--- src/rtl/ifq_pkg.sv ---
package ifq_pkg;

    typedef enum logic {
        ISSUE_WORD = 1'b0,
        ISSUE_HALF = 1'b1
    } issue_mode_e;

    typedef struct packed {
        logic lower_done;
        logic armed;
    } unpack_state_t;

    function automatic int ptr_w(input int depth);
        return (depth > 1) ? $clog2(depth) : 1;
    endfunction

    function automatic int cnt_w(input int depth);
        return $clog2(depth + 1);
    endfunction

endpackage

--- src/rtl/ifq_store.sv ---
module ifq_store #(
    parameter int WORD_W = 32,
    parameter int DEPTH  = 2,
    localparam int CW    = ifq_pkg::cnt_w(DEPTH)
) (
    input  logic              clk,
    input  logic              rst,
    input  logic              flush,
    input  logic              push,
    input  logic [WORD_W-1:0] wr_word,
    input  logic              pop,
    output logic [WORD_W-1:0] head_word,
    output logic [CW-1:0]     fill
);
    localparam int PW = ifq_pkg::ptr_w(DEPTH);
    localparam logic [PW-1:0] LAST = PW'(DEPTH - 1);

    logic [PW-1:0]     wr_ptr;
    logic [PW-1:0]     rd_ptr;
    logic [WORD_W-1:0] slot_rd [DEPTH];

    function automatic logic [PW-1:0] bump(input logic [PW-1:0] p);
        return (p == LAST) ? '0 : p + PW'(1);
    endfunction

    generate
        for (genvar i = 0; i < DEPTH; i++) begin : g_slot
            logic [WORD_W-1:0] slot_q;
            always_ff @(posedge clk) begin
                if (push && wr_ptr == PW'(i)) begin
                    slot_q <= wr_word;
                end
            end
            assign slot_rd[i] = slot_q;
        end
    endgenerate

    assign head_word = slot_rd[rd_ptr];

    always_ff @(posedge clk) begin
        if (rst || flush) begin
            wr_ptr <= '0;
            rd_ptr <= '0;
            fill   <= '0;
        end else begin
            if (push) wr_ptr <= bump(wr_ptr);
            if (pop)  rd_ptr <= bump(rd_ptr);
            case ({push, pop})
                2'b10:   fill <= fill + CW'(1);
                2'b01:   fill <= fill - CW'(1);
                default: fill <= fill;
            endcase
        end
    end
endmodule

--- src/rtl/ifq_issue.sv ---
module ifq_issue
    import ifq_pkg::*;
#(
    parameter int WORD_W = 32,
    parameter int DEPTH  = 2,
    localparam int CW    = cnt_w(DEPTH),
    localparam int HALF_W = WORD_W / 2
) (
    input  logic              clk,
    input  logic              rst,
    input  logic              flush,
    input  issue_mode_e       mode,
    input  logic [CW-1:0]     fill,
    input  logic [WORD_W-1:0] head_word,
    input  logic              dec_ready,
    input  logic              dec_stall,
    output logic              dec_valid,
    output logic [WORD_W-1:0] dec_instr,
    output logic              dec_upper,
    output logic              pop
);
    unpack_state_t st_q;
    unpack_state_t st_d;
    logic          have_head;
    logic          take;

    assign have_head = (fill != '0);

    always_comb begin
        if (mode == ISSUE_HALF) begin
            dec_valid = have_head && st_q.armed;
            dec_upper = st_q.lower_done;
            dec_instr = {{HALF_W{1'b0}},
                         st_q.lower_done ? head_word[WORD_W-1:HALF_W]
                                         : head_word[HALF_W-1:0]};
        end else begin
            dec_valid = have_head;
            dec_upper = 1'b0;
            dec_instr = head_word;
        end
    end

    assign take = dec_valid && dec_ready && !dec_stall;
    assign pop  = take && (mode == ISSUE_WORD || st_q.lower_done);

    // armed: the word that will be at the head next cycle is already held now
    always_comb begin
        st_d.armed      = pop ? (fill > CW'(1)) : have_head;
        st_d.lower_done = (mode == ISSUE_HALF && take) ? !st_q.lower_done
                                                       : st_q.lower_done;
    end

    always_ff @(posedge clk) begin
        if (rst || flush) begin
            st_q <= '0;
        end else begin
            st_q <= st_d;
        end
    end
endmodule

--- src/rtl/ifetch_queue.sv ---
module ifetch_queue
    import ifq_pkg::*;
#(
    parameter int WORD_W = 32,
    parameter int DEPTH  = 2
) (
    input  logic              clk,
    input  logic              rst,
    input  logic              compact,
    input  logic              flush,
    input  logic              fetch_valid,
    input  logic [WORD_W-1:0] fetch_word,
    output logic              fetch_ready,
    input  logic              dec_ready,
    input  logic              dec_stall,
    output logic              dec_valid,
    output logic [WORD_W-1:0] dec_instr,
    output logic              dec_upper
);
    localparam int CW = cnt_w(DEPTH);

    logic              push;
    logic              pop;
    logic [CW-1:0]     fill;
    logic [WORD_W-1:0] head_word;
    issue_mode_e       mode;

    assign mode        = compact ? ISSUE_HALF : ISSUE_WORD;
    assign fetch_ready = (fill < CW'(DEPTH)) || pop;
    assign push        = fetch_valid && fetch_ready && !flush;

    ifq_store #(.WORD_W(WORD_W), .DEPTH(DEPTH)) u_store (
        .clk       (clk),
        .rst       (rst),
        .flush     (flush),
        .push      (push),
        .wr_word   (fetch_word),
        .pop       (pop),
        .head_word (head_word),
        .fill      (fill)
    );

    ifq_issue #(.WORD_W(WORD_W), .DEPTH(DEPTH)) u_issue (
        .clk       (clk),
        .rst       (rst),
        .flush     (flush),
        .mode      (mode),
        .fill      (fill),
        .head_word (head_word),
        .dec_ready (dec_ready),
        .dec_stall (dec_stall),
        .dec_valid (dec_valid),
        .dec_instr (dec_instr),
        .dec_upper (dec_upper),
        .pop       (pop)
    );
endmodule

--- config.mk ---
export PLATFORM = sky130hd
export DESIGN_NAME = ifetch_queue
export DESIGN_NICKNAME = d
export VERILOG_FILES = /design/src/rtl/ifq_pkg.sv /design/src/rtl/ifq_store.sv /design/src/rtl/ifq_issue.sv /design/src/rtl/ifetch_queue.sv
export SDC_FILE = /design/constraint.sdc
export NUM_CORES = 1
export LEC_CHECK = 0
export BUFFER_PORTS_ARGS = -buffer_cell sky130_fd_sc_hd__buf_2
export CORE_MARGIN = 3
export CORE_UTILIZATION = 30
export DETAILED_ROUTE_END_ITERATION = 16
export PLACE_DENSITY = 0.55
export RECOVER_POWER = 25
export SLEW_MARGIN = 20
export SYNTH_ARGS = -nofsm -noshare
export SYNTH_HDL_FRONTEND = slang
export SYNTH_HIERARCHICAL = 1
export SYNTH_SLANG_ARGS = --single-unit
--- constraint.sdc ---
create_clock -name clk -period 3.2 [get_ports clk]
set_input_delay 0 -clock clk [delete_from_list [all_inputs] [get_ports clk]]
set_output_delay 0 -clock clk [all_outputs]
set_load 0.01 [all_outputs]
* After elaboration in Yosys (flattened, before gate mapping)
Index checks and enable logic that the tools add are counted.
** Cells by class
- Add/subtract/negate cells :: 4
- Order comparisons :: 3
- Equal/unequal tests :: 2
- Muxes and demuxes :: 12
- Bitwise gates (word level) :: 3
- Reduce and logical (&&, ||, !) cells :: 17
** Operators by type and width (number)
- $mux W32 :: 4
- $mux W16 :: 1
- $logic_and A1 B1 Y1 :: 9
- $mux W1 :: 6
- $pmux W2 S2 :: 1
- $reduce_bool A2 Y1 :: 2
- $logic_not A1 Y1 :: 3
- $logic_or A1 B1 Y1 :: 3
- $add A1 B1 Y1 const B :: 2
- $add A2 B1 Y2 const B :: 1
- $eq A2 B1 Y1 const B :: 1
- $eq A2 B2 Y1 const B :: 1
- $ge A2 B2 Y1 const B :: 1
- $gt A2 B1 Y1 const B :: 1
- $lt A2 B2 Y1 const B :: 1
- $not A1 Y1 :: 2
- $not A1 Y2 :: 1
- $sub A2 B1 Y2 const B :: 1
** Word-level totals
- Register bits after elaboration :: 70
- Logic and storage cells :: 48

* Logic depth before layout (Yosys ltp)
Gate-level depths: netlist of the first run.
- Word-level depth :: 11
- Mapped depth :: 9
- Gate-level depth less buffers :: 9

* Hierarchy
Netlist of the first run, hierarchy kept.
** By module, submodules not included
- ifq_store :: instances 1, cells an instance 118, area each 2477.4 µm², sequential area each 2001.9 µm²
- ifq_issue :: instances 1, cells an instance 54, area each 470.5 µm², sequential area each 40.0 µm²
- ifetch_queue :: instances 1, cells an instance 2, area each 22.5 µm², sequential area each 0.0 µm²

* Worst setup path before layout of the first run
Ideal clock, no wire load.
- Kind :: register to register
- From :: register u_store.fill[1]
- To :: register u_store.g_slot[0].slot_q[0], enable pin
- Setup time :: 0.421 ns
- Arrival time :: 2.770 ns
- Required time :: 2.779 ns
- Slack :: 0.008 ns
- Cell stages (with the launch flop) :: 7
- Path buffers :: 0
- Clock period less this slack :: 3.192 ns
- Path through :: dfxtp_1 nor2_1 a2111oi_4 nand2b_4 and3b_1 inv_1 nor2_1
** Between the ends
- Cells in the longest elaborated chain, start to end :: 10
- Elaborated cells between the ends (all ways) :: 11
** Ends and longest elaborated chain
- start, declared :: RTL line ifq_store.sv:13 : output logic [CW-1:0] fill
- start signal, assigned :: RTL line ifq_store.sv:49 : 2'b10: fill <= fill + CW'(1);
- start signal, assigned :: RTL line ifq_store.sv:50 : 2'b01: fill <= fill - CW'(1);
- start signal, assigned :: RTL line ifq_store.sv:51 : default: fill <= fill;
- $reduce_bool A2 Y1 * :: RTL line ifq_issue.sv:27 : assign have_head = (fill != '0);
- $logic_and A1 B1 Y1 :: RTL line ifq_issue.sv:31 : dec_valid = have_head && st_q.armed;
- $mux W1 * :: RTL line ifq_issue.sv:30 : if (mode == ISSUE_HALF) begin
- $logic_and A1 B1 Y1 * (2 in series) :: RTL line ifq_issue.sv:43 : assign take = dec_valid && dec_ready && !dec_stall;
- $logic_and A1 B1 Y1 * :: RTL line ifq_issue.sv:44 : assign pop = take && (mode == ISSUE_WORD || st_q.lower_done);
- named net pop :: RTL line ifetch_queue.sv:23 : logic pop;
- $logic_or A1 B1 Y1 * :: RTL line ifetch_queue.sv:29 : assign fetch_ready = (fill < CW'(DEPTH)) || pop;
- named net fetch_ready :: RTL line ifetch_queue.sv:13 : output logic fetch_ready,
- $logic_and A1 B1 Y1 * (2 in series) :: RTL line ifetch_queue.sv:30 : assign push = fetch_valid && fetch_ready && !flush;
- named net push :: RTL line ifetch_queue.sv:22 : logic push;
- $logic_and A1 B1 Y1 * :: RTL line ifq_store.sv:30 : if (push && wr_ptr == PW'(i)) begin
- end signal, assigned :: RTL line ifq_store.sv:31 : slot_q <= wr_word;
- end, declared :: RTL line ifq_store.sv:28 : logic [WORD_W-1:0] slot_q;
The timed path passes the listed nets; every way through them passes the cells marked *.
A chain may end at the register's enable or synchronous reset.

* Final worst setup path of the first run
- From :: register u_store.fill[1]
- To :: register u_store.fill[1]
** Between the ends
- Cells in the longest elaborated chain, start to end :: 11
- Elaborated cells between the ends (all ways) :: 16
** Ends and longest elaborated chain
- $reduce_bool A2 Y1 * :: RTL line ifq_issue.sv:27
- $logic_and A1 B1 Y1 :: RTL line ifq_issue.sv:31
- $mux W1 * :: RTL line ifq_issue.sv:30
- $logic_and A1 B1 Y1 * (2 in series) :: RTL line ifq_issue.sv:43
- $logic_and A1 B1 Y1 * :: RTL line ifq_issue.sv:44
- named net pop :: RTL line ifetch_queue.sv:23
- $logic_or A1 B1 Y1 * :: RTL line ifetch_queue.sv:29
- $logic_and A1 B1 Y1 * (2 in series) :: RTL line ifetch_queue.sv:30
- named net push :: RTL line ifetch_queue.sv:22
- $eq A2 B1 Y1 / $eq A2 B2 Y1 (equally long branches) :: RTL line ifq_store.sv:48 : case ({push, pop})
- $pmux W2 S2 / $reduce_bool A2 Y1 (equally long branches)
Marked as above.

==> results of run 1 <==
[power groups by stage]
stage               Combinational, mW  Clock (mW)  Sequential (mW)
floorplan                      0.0637           0             1.05
global placement                0.127           0             1.05
detailed placement              0.127           0             1.05
CTS                             0.160       0.651             1.03
global route                    0.171       0.700             1.03
finish                          0.154       0.628             1.03
[cell type report]
| class | instances | area, um^2 |
|---|---|---|
| fill | 890 | 5418 |
| sequential | 70 | 2043 |
| multi-input combinational | 93 | 879.6 |
| timing repair buffer | 110 | 721.9 |
| tap | 129 | 161.4 |
| clock buffer | 10 | 127.6 |
| clock inverter | 6 | 48.80 |
| inverter | 4 | 15.01 |
[what timing repair did]
item,in CTS,in global routing
endpoints found under the hold margin,68,0
hold buffers,35,0
buffers inserted,0,0
[worst min-delay path, cell delays in order]
cell     delay (ns)
buf_2          0.08
and3b_1        0.19
xnor2_1        0.13
nor3_1         0.04
[path summary, 6_finish.rpt]
check / slack, ns / from / depth (start not counted) / end
hold / removal: 0.14 / fetch_valid / 4 / u_store/wr_ptr
hold reg to reg: 0.50 / u_issue/st_q[1] / 2 / u_issue/st_q[1]
setup reg to reg: 0.67 / u_store/fill[1] / 8 / u_store/fill[1]
setup / recovery: 0.67 / u_store/fill[1] / 8 / u_store/fill[1]
[through the flow]
stage	util	worst slack (ns)	area [um^2]
floorplan	-	0.008393	2970
global route	0.4246	0.4812	3998
detailed placement	0.3709	0.6653	3492
global placement	0.3709	0.7216	3492
CTS	0.4268	0.6479	4019
finish	0.4246	0.6726	3998
[placed cells by master, fill, tap and decap left out, drive strengths merged]
| master | count |
|---|---|
| a2111oi | 1 |
| ha | 1 |
| or3 | 2 |
| nor4 | 1 |
| mux2i | 1 |
| nor3 | 3 |
| nor2 | 3 |
| clkinv | 3 |
| clkbuf | 28 |
| and3b | 1 |
| o21ai | 2 |
| xor2 | 1 |
| nand2b | 2 |
| a211oi | 1 |
| and2b | 3 |
| edfxtp | 64 |
| clkinvlp | 3 |
| and2 | 1 |
| xnor2 | 3 |
| nor2b | 14 |
| inv | 4 |
| dfxtp | 6 |
| mux2 | 48 |
| a21oi | 1 |
| nand2 | 4 |
| buf | 57 |
| dlygate4sd3 | 35 |
[flip-flops by register name, indices dropped and copies added (netlist names)]
name	count
u_store/g_slot.slot_q	64
u_store/fill	2
u_issue/st_q	2
u_store/wr_ptr	1
u_store/rd_ptr	1
[cells by family (layout without fill, tap and decap cells)]
kind of cell | Yosys count | after routing | share of synthesized area
xor+xnor | 4 | 4 | 0.01180
fa+ha+maj | 1 | 1 | 0.004212
buf+inv | 11 | 130 | 0.01937
mux | 49 | 49 | 0.1853
flops | 70 | 70 | 0.6874
compound gates | 5 | 5 | 0.01685
simple gates | 34 | 34 | 0.07498
[metal layers]
metal	vias to the layer above	GRT usage	share of wire
met4	0	0.04718	0.017
met3	10	0.03491	0.046
met5	-	0	0
met2	46	0.1922	0.51
met1	855	0.1367	0.42
li1	876	-	-
==> impl_metrics.yaml, run 1 <==
run_status:
  status: "finished clean"
die:
  die_area_um2: 11130
  die_y_um: 105.5
  ioPinCount: 74
  die_w_um: 105.5
  core_um2: 9415
  row_count: 35
  start_util: 0.3155
power:
  p_leak_nw: 1.437
  finalPower_mw: 1.811
  seq_power_share: 0.568
  p_switching_mw: 0.4190
  ir_worst_vdd_mv: 0.2146
  combPwrFrac: 0.085
  p_clk_frac: 0.347
  power_switching_share: 0.2313
  power_density_nw_per_um2: 453.1
  cellInternalPower_mw: 1.392
clock_tree:
  cts_max_level: 3
  cts_root_buffer: "clkbuf_8"
  clkLatencyLatePin_ns: 0.34
  clkTransAtPathRegs_ns: 0.08
  cts_inserted_buffers: 9
  cts_resized: 0
  clockBufferDepth: 2
  tritoncts: "yes"
  clock-sinks: 70
routing:
  drt-initial-drc-count: 51
  num_vias: 1787
  drc: 0
  ant_nets: 0
  drt-wirelength-per-cell_um: 14.10
  wirelength_um: 5950
  via_per_inst: 4.235
  firstDrtPassIters: 4
timing:
  fmax_mhz: 395.7
  tns_ns: 0
  maxSlewViolCount: 0
  report.final.hold_viol_count: 0
  setup_viol: 0
  skew_ns: 0.004771
  slew_headroom: 0.4341
  min_period_ns: 2.527
  grt_setup_unrepaired: "no"
  period_share: 0.7898
  whs_ns: 0.1372
  worstMarginPinSlew_ns: 0.8488
synthesis:
  avgSynthCellArea_um2: 17.07
  synthFlopType: "edfxtp_1"
  syn_nets: 214
  yosysTopAreaCell: "edfxtp_1"
  syn_area_um2: 2970
  yosysUniqueCellTypes: 30
  synthCells: 174
  synth-async-reset-ratio: 0
  yosysWarnings: 6
  yosysSeqAreaShare: 0.6874
  synth_edf_count: 64
  ys_top_cells_by_area: "edfxtp_1, mux2_2, dfxtp_1"
  synth_top_area_frac: 0.6470
  yosysMostFrequentCell: "edfxtp_1"
  synth.ff_latch_count: 70
  ys_top_cells_by_count: "edfxtp_1, mux2_2, nor2b_1"
critical_path:
  path_cells: "nor2_1, a2111oi_4, nand2b_4, and3b_1, inv_1, ha_1, or3_1, a211oi_1"
  slowest_delay_ns: 0.46
  path_buf_inv: 1
  slowest_stage: "a2111oi_4"
  path_delay_family: "simple AND/OR/NAND/NOR gates"
  crit_required_ns: 3.46
  startpoint_type: "flip-flop"
  critPathKind: "flip-flop to flip-flop"
  critPathCaptureType: "flip-flop"
  crit_fanout: 5
  cp.arrival_ns: 2.79
placement:
  dp_hpwl_um: 3655
  dpl.cell_count: 371
  portBuffers: 73
  gp_congestion: 0.7431
final_layout:
  num_antenna_cells: 0
  drive_gt1_frac: 0.4403
  syn_to_final_growth_pct: 34.58
  final_cells: 422
  final_nets: 328
grt:
  grt_pass1_wl_um: 9639
  grt_max_degree: 34
  track_usage: 0.1145
  antenna_found_initial: 0
  grt_overflow: 0
  grt_pass1_vias: 1911
run:
  cap_viol_max_count: 0
hold_path:
  hp-class: "primary input to flip-flop"
Power figures use the tool's default switching activity.
==> inputs of run 2 (changes only) <==
- ABC_AREA: not set -> 1
- PLACE_DENSITY: 0.55 -> 0.54
- clock period: 3.2 -> 2.1 ns (I/O delays scaled with it)
==> run 2 against run 1 <==
Worst hold slack worse by 0.076 ns. Sequential share of layout area fell by 2.6 points. Clock skew grew 0.0012 ns. Critical path depth increased by 5. Cell count grew 16%. Global-route usage is 0.24 points higher. Sequential power rose by 52%. Via count grew 16%. Clock power grew 50%. Clock-buffer cell count is 1 lower.
==> impl_metrics.yaml, run 2 <==
timing:
  report.final.hold_viol_count: 0
  setup_viol: 0
  maxSlewViolCount: 0
  fin_ws_ns: 0.2401
  worstMarginPinSlew_ns: 0.4110
  period_share: 0.8857
  slew_headroom: 0.7260
  fmax_mhz: 537.7
  tns_ns: 0
  min_period_ns: 1.860
  skew_ns: 0.005990
  grt_setup_unrepaired: "no"
placement:
  portBuffers: 73
  gp_congestion: 0.7685
  dp_hpwl_um: 4319
  place_ws_ns: 0.1596
final_layout:
  layout_common_cells: "edfxtp_1, buf_2, dlygate4sd3_1"
  syn_to_final_growth_pct: 34.49
  largest-register: "u_store/g_slot.slot_q"
  num_antenna_cells: 0
  reg_top3: "u_store/g_slot.slot_q (64), u_issue/st_q (2), u_store/fill (2)"
  drive_gt1_frac: 0.3380
  final_nets: 393
  fillerInstances: 955
  largest_reg_flops: 64
  layout_commonest_cell: "edfxtp_1"
routing:
  via_per_inst: 4.230
  drt-initial-drc-count: 67
  drc: 0
  drt-wirelength-per-cell_um: 12.98
  num_vias: 2077
  wirelength_um: 6375
  ant_nets: 0
  firstDrtPassIters: 4
die:
  start_util: 0.3149
  die_w_um: 108.2
  die_area_um2: 11710
  ioPinCount: 74
  row_count: 36
  die_y_um: 108.2
  core_um2: 9955
critical_path:
  crit_fanout: 6
  path_cells: "nor2_1, nor2_2, nand3_2, inv_1, nor2_2, nor2_2, inv_1, ha_1, inv_1, nand2_1, nor2_1, nor2_1, nor2_1"
  critPathKind: "flip-flop to flip-flop"
  cp_common_cell: "nor2_1"
  slowest_delay_ns: 0.37
  cp.arrival_ns: 2.14
  crit_required_ns: 2.38
  rr_endpoint: "u_store/fill[1]"
  r2r-start: "u_store/fill[1]"
  reg2reg_slack_ns: 0.24
  startpoint_type: "flip-flop"
  r2r_cells: 13
  critPathCaptureType: "flip-flop"
  slowest_stage: "dfxtp_2"
synthesis:
  yosysMostFrequentCell: "edfxtp_1"
  syn_area_um2: 3134
  synth_edf_count: 64
  yosysWarnings: 6
  synth_top_area_frac: 0.6132
  yosysSeqAreaShare: 0.6515
  synth-async-reset-ratio: 0
  yosysUniqueCellTypes: 20
  syn_nets: 274
  synthFlopType: "edfxtp_1"
  avgSynthCellArea_um2: 13.39
  yosysTopAreaCell: "edfxtp_1"
  ys_top_cells_by_area: "edfxtp_1, mux2_4, inv_1"
  synth.ff_latch_count: 70
  synthCells: 234
  ys_top_cells_by_count: "edfxtp_1, inv_1, nor2_1"
hold_path:
  hp-class: "primary input to flip-flop"
  min_to: "u_issue/st_q[0]"
  min_from: "dec_ready"
  whs_path_depth: 6
power:
  p_leak_nw: 1.728
  power_density_nw_per_um2: 657.9
  ir_worst_vdd_mv: 0.3015
clock_tree:
  post_cts_buffers: 0
  clock-sinks: 70
  clockBufferDepth: 2
  cts_max_level: 3
  clkLatencyLatePin_ns: 0.34
  cts_root_buffer: "clkbuf_8"
  cts_inserted_buffers: 9
  tritoncts: "yes"
  clkTransAtPathRegs_ns: 0.08
grt:
  grt_max_degree: 26
  grt_pass1_wl_um: 10440
  antenna_found_initial: 0
  grt_pass1_vias: 2148
  grt_overflow: 0
  track_usage: 0.1169
run_status:
  status: "finished clean"
run:
  cap_viol_max_count: 0
run 2: cell type report:
class	count	area, um^2	area share
tap	133	166.4	0.03948
multi-input combinational	121	872.1	0.2069
sequential	70	2046	0.4853
clock inverter	7	50.05	0.01187
timing repair buffer	117	825.8	0.1959
clock buffer	9	123.9	0.02939
inverter	34	131.4	0.03117
run 2: worst max path at each step:
stage,startpoint,to,slack [ns]
finish,u_store/fill[1],u_store/fill[1],0.24
global route,u_store/fill[1],u_store/fill[1],0.02
CTS,u_store/fill[1],u_store/fill[1],0.12
detailed placement,u_store/fill[1],u_store/fill[1],0.16
global placement,u_store/fill[1],u_store/fill[1],0.22
floorplan,u_store/fill[1],u_store/g_slot[0].slot_q[0],0.06
run 2: worst max-delay path, delay by kind of cell, from the launching register on:
| family | cells | cell delay (ns) |
|---|---|---|
| simple gates | 9 | 0.78 |
| flops | 1 | 0.37 |
| buf+inv | 3 | 0.32 |
| fa+ha+maj | 1 | 0.32 |
run 2: report_power, final:
part | internal (mW) | switching [mW] | total (mW)
Sequential | 1.56 | 0.00986 | 1.57
Clock | 0.429 | 0.515 | 0.944
Combinational | 0.142 | 0.118 | 0.260
run 2: metal layers:
metal	part of all wire	GRT usage	vias to the layer above
met2	0.48	0.1972	56
met1	0.45	0.1402	978
met3	0.050	0.03224	10
met4	0.016	0.05050	0
li1	-	-	1033
met5	0	0	-
run 2: cell families after synthesis:
logic type                 Yosys count  share of synthesized area
xor gates and xnor gates             1                   0.002795
DFF                                 70                     0.6515
adders and majority gates            1                   0.003991
and+or+nand+nor                     69                    0.08982
muxes                               32                     0.1497
AOI/OAI and AO/OA                   18                    0.02874
buffers and inverters               43                    0.07345
run 2: metrics by stage:
step | total power, mW | std cells | instance area, um^2 | hold WS [ns] | utilization
after floorplan | 1.710 | 234 | 3146 | 0.09887 | -
after global placement | 1.813 | 439 | 3699 | 0.1886 | 0.3715
after detailed placement | 1.817 | 439 | 3699 | 0.1911 | 0.3715
after CTS | 2.811 | 491 | 4233 | 0.02995 | 0.4252
after global routing | 2.905 | 491 | 4215 | 0.05988 | 0.4235
final | 2.773 | 491 | 4215 | 0.06128 | 0.4235
run 2: what timing repair did:
item / 4_1_cts / 5_1_grt
endpoints found under the hold margin: 67 / 0
endpoints found under the setup margin: 0 / 1
resized for setup: 0 / 3
hold buffers: 36 / 0
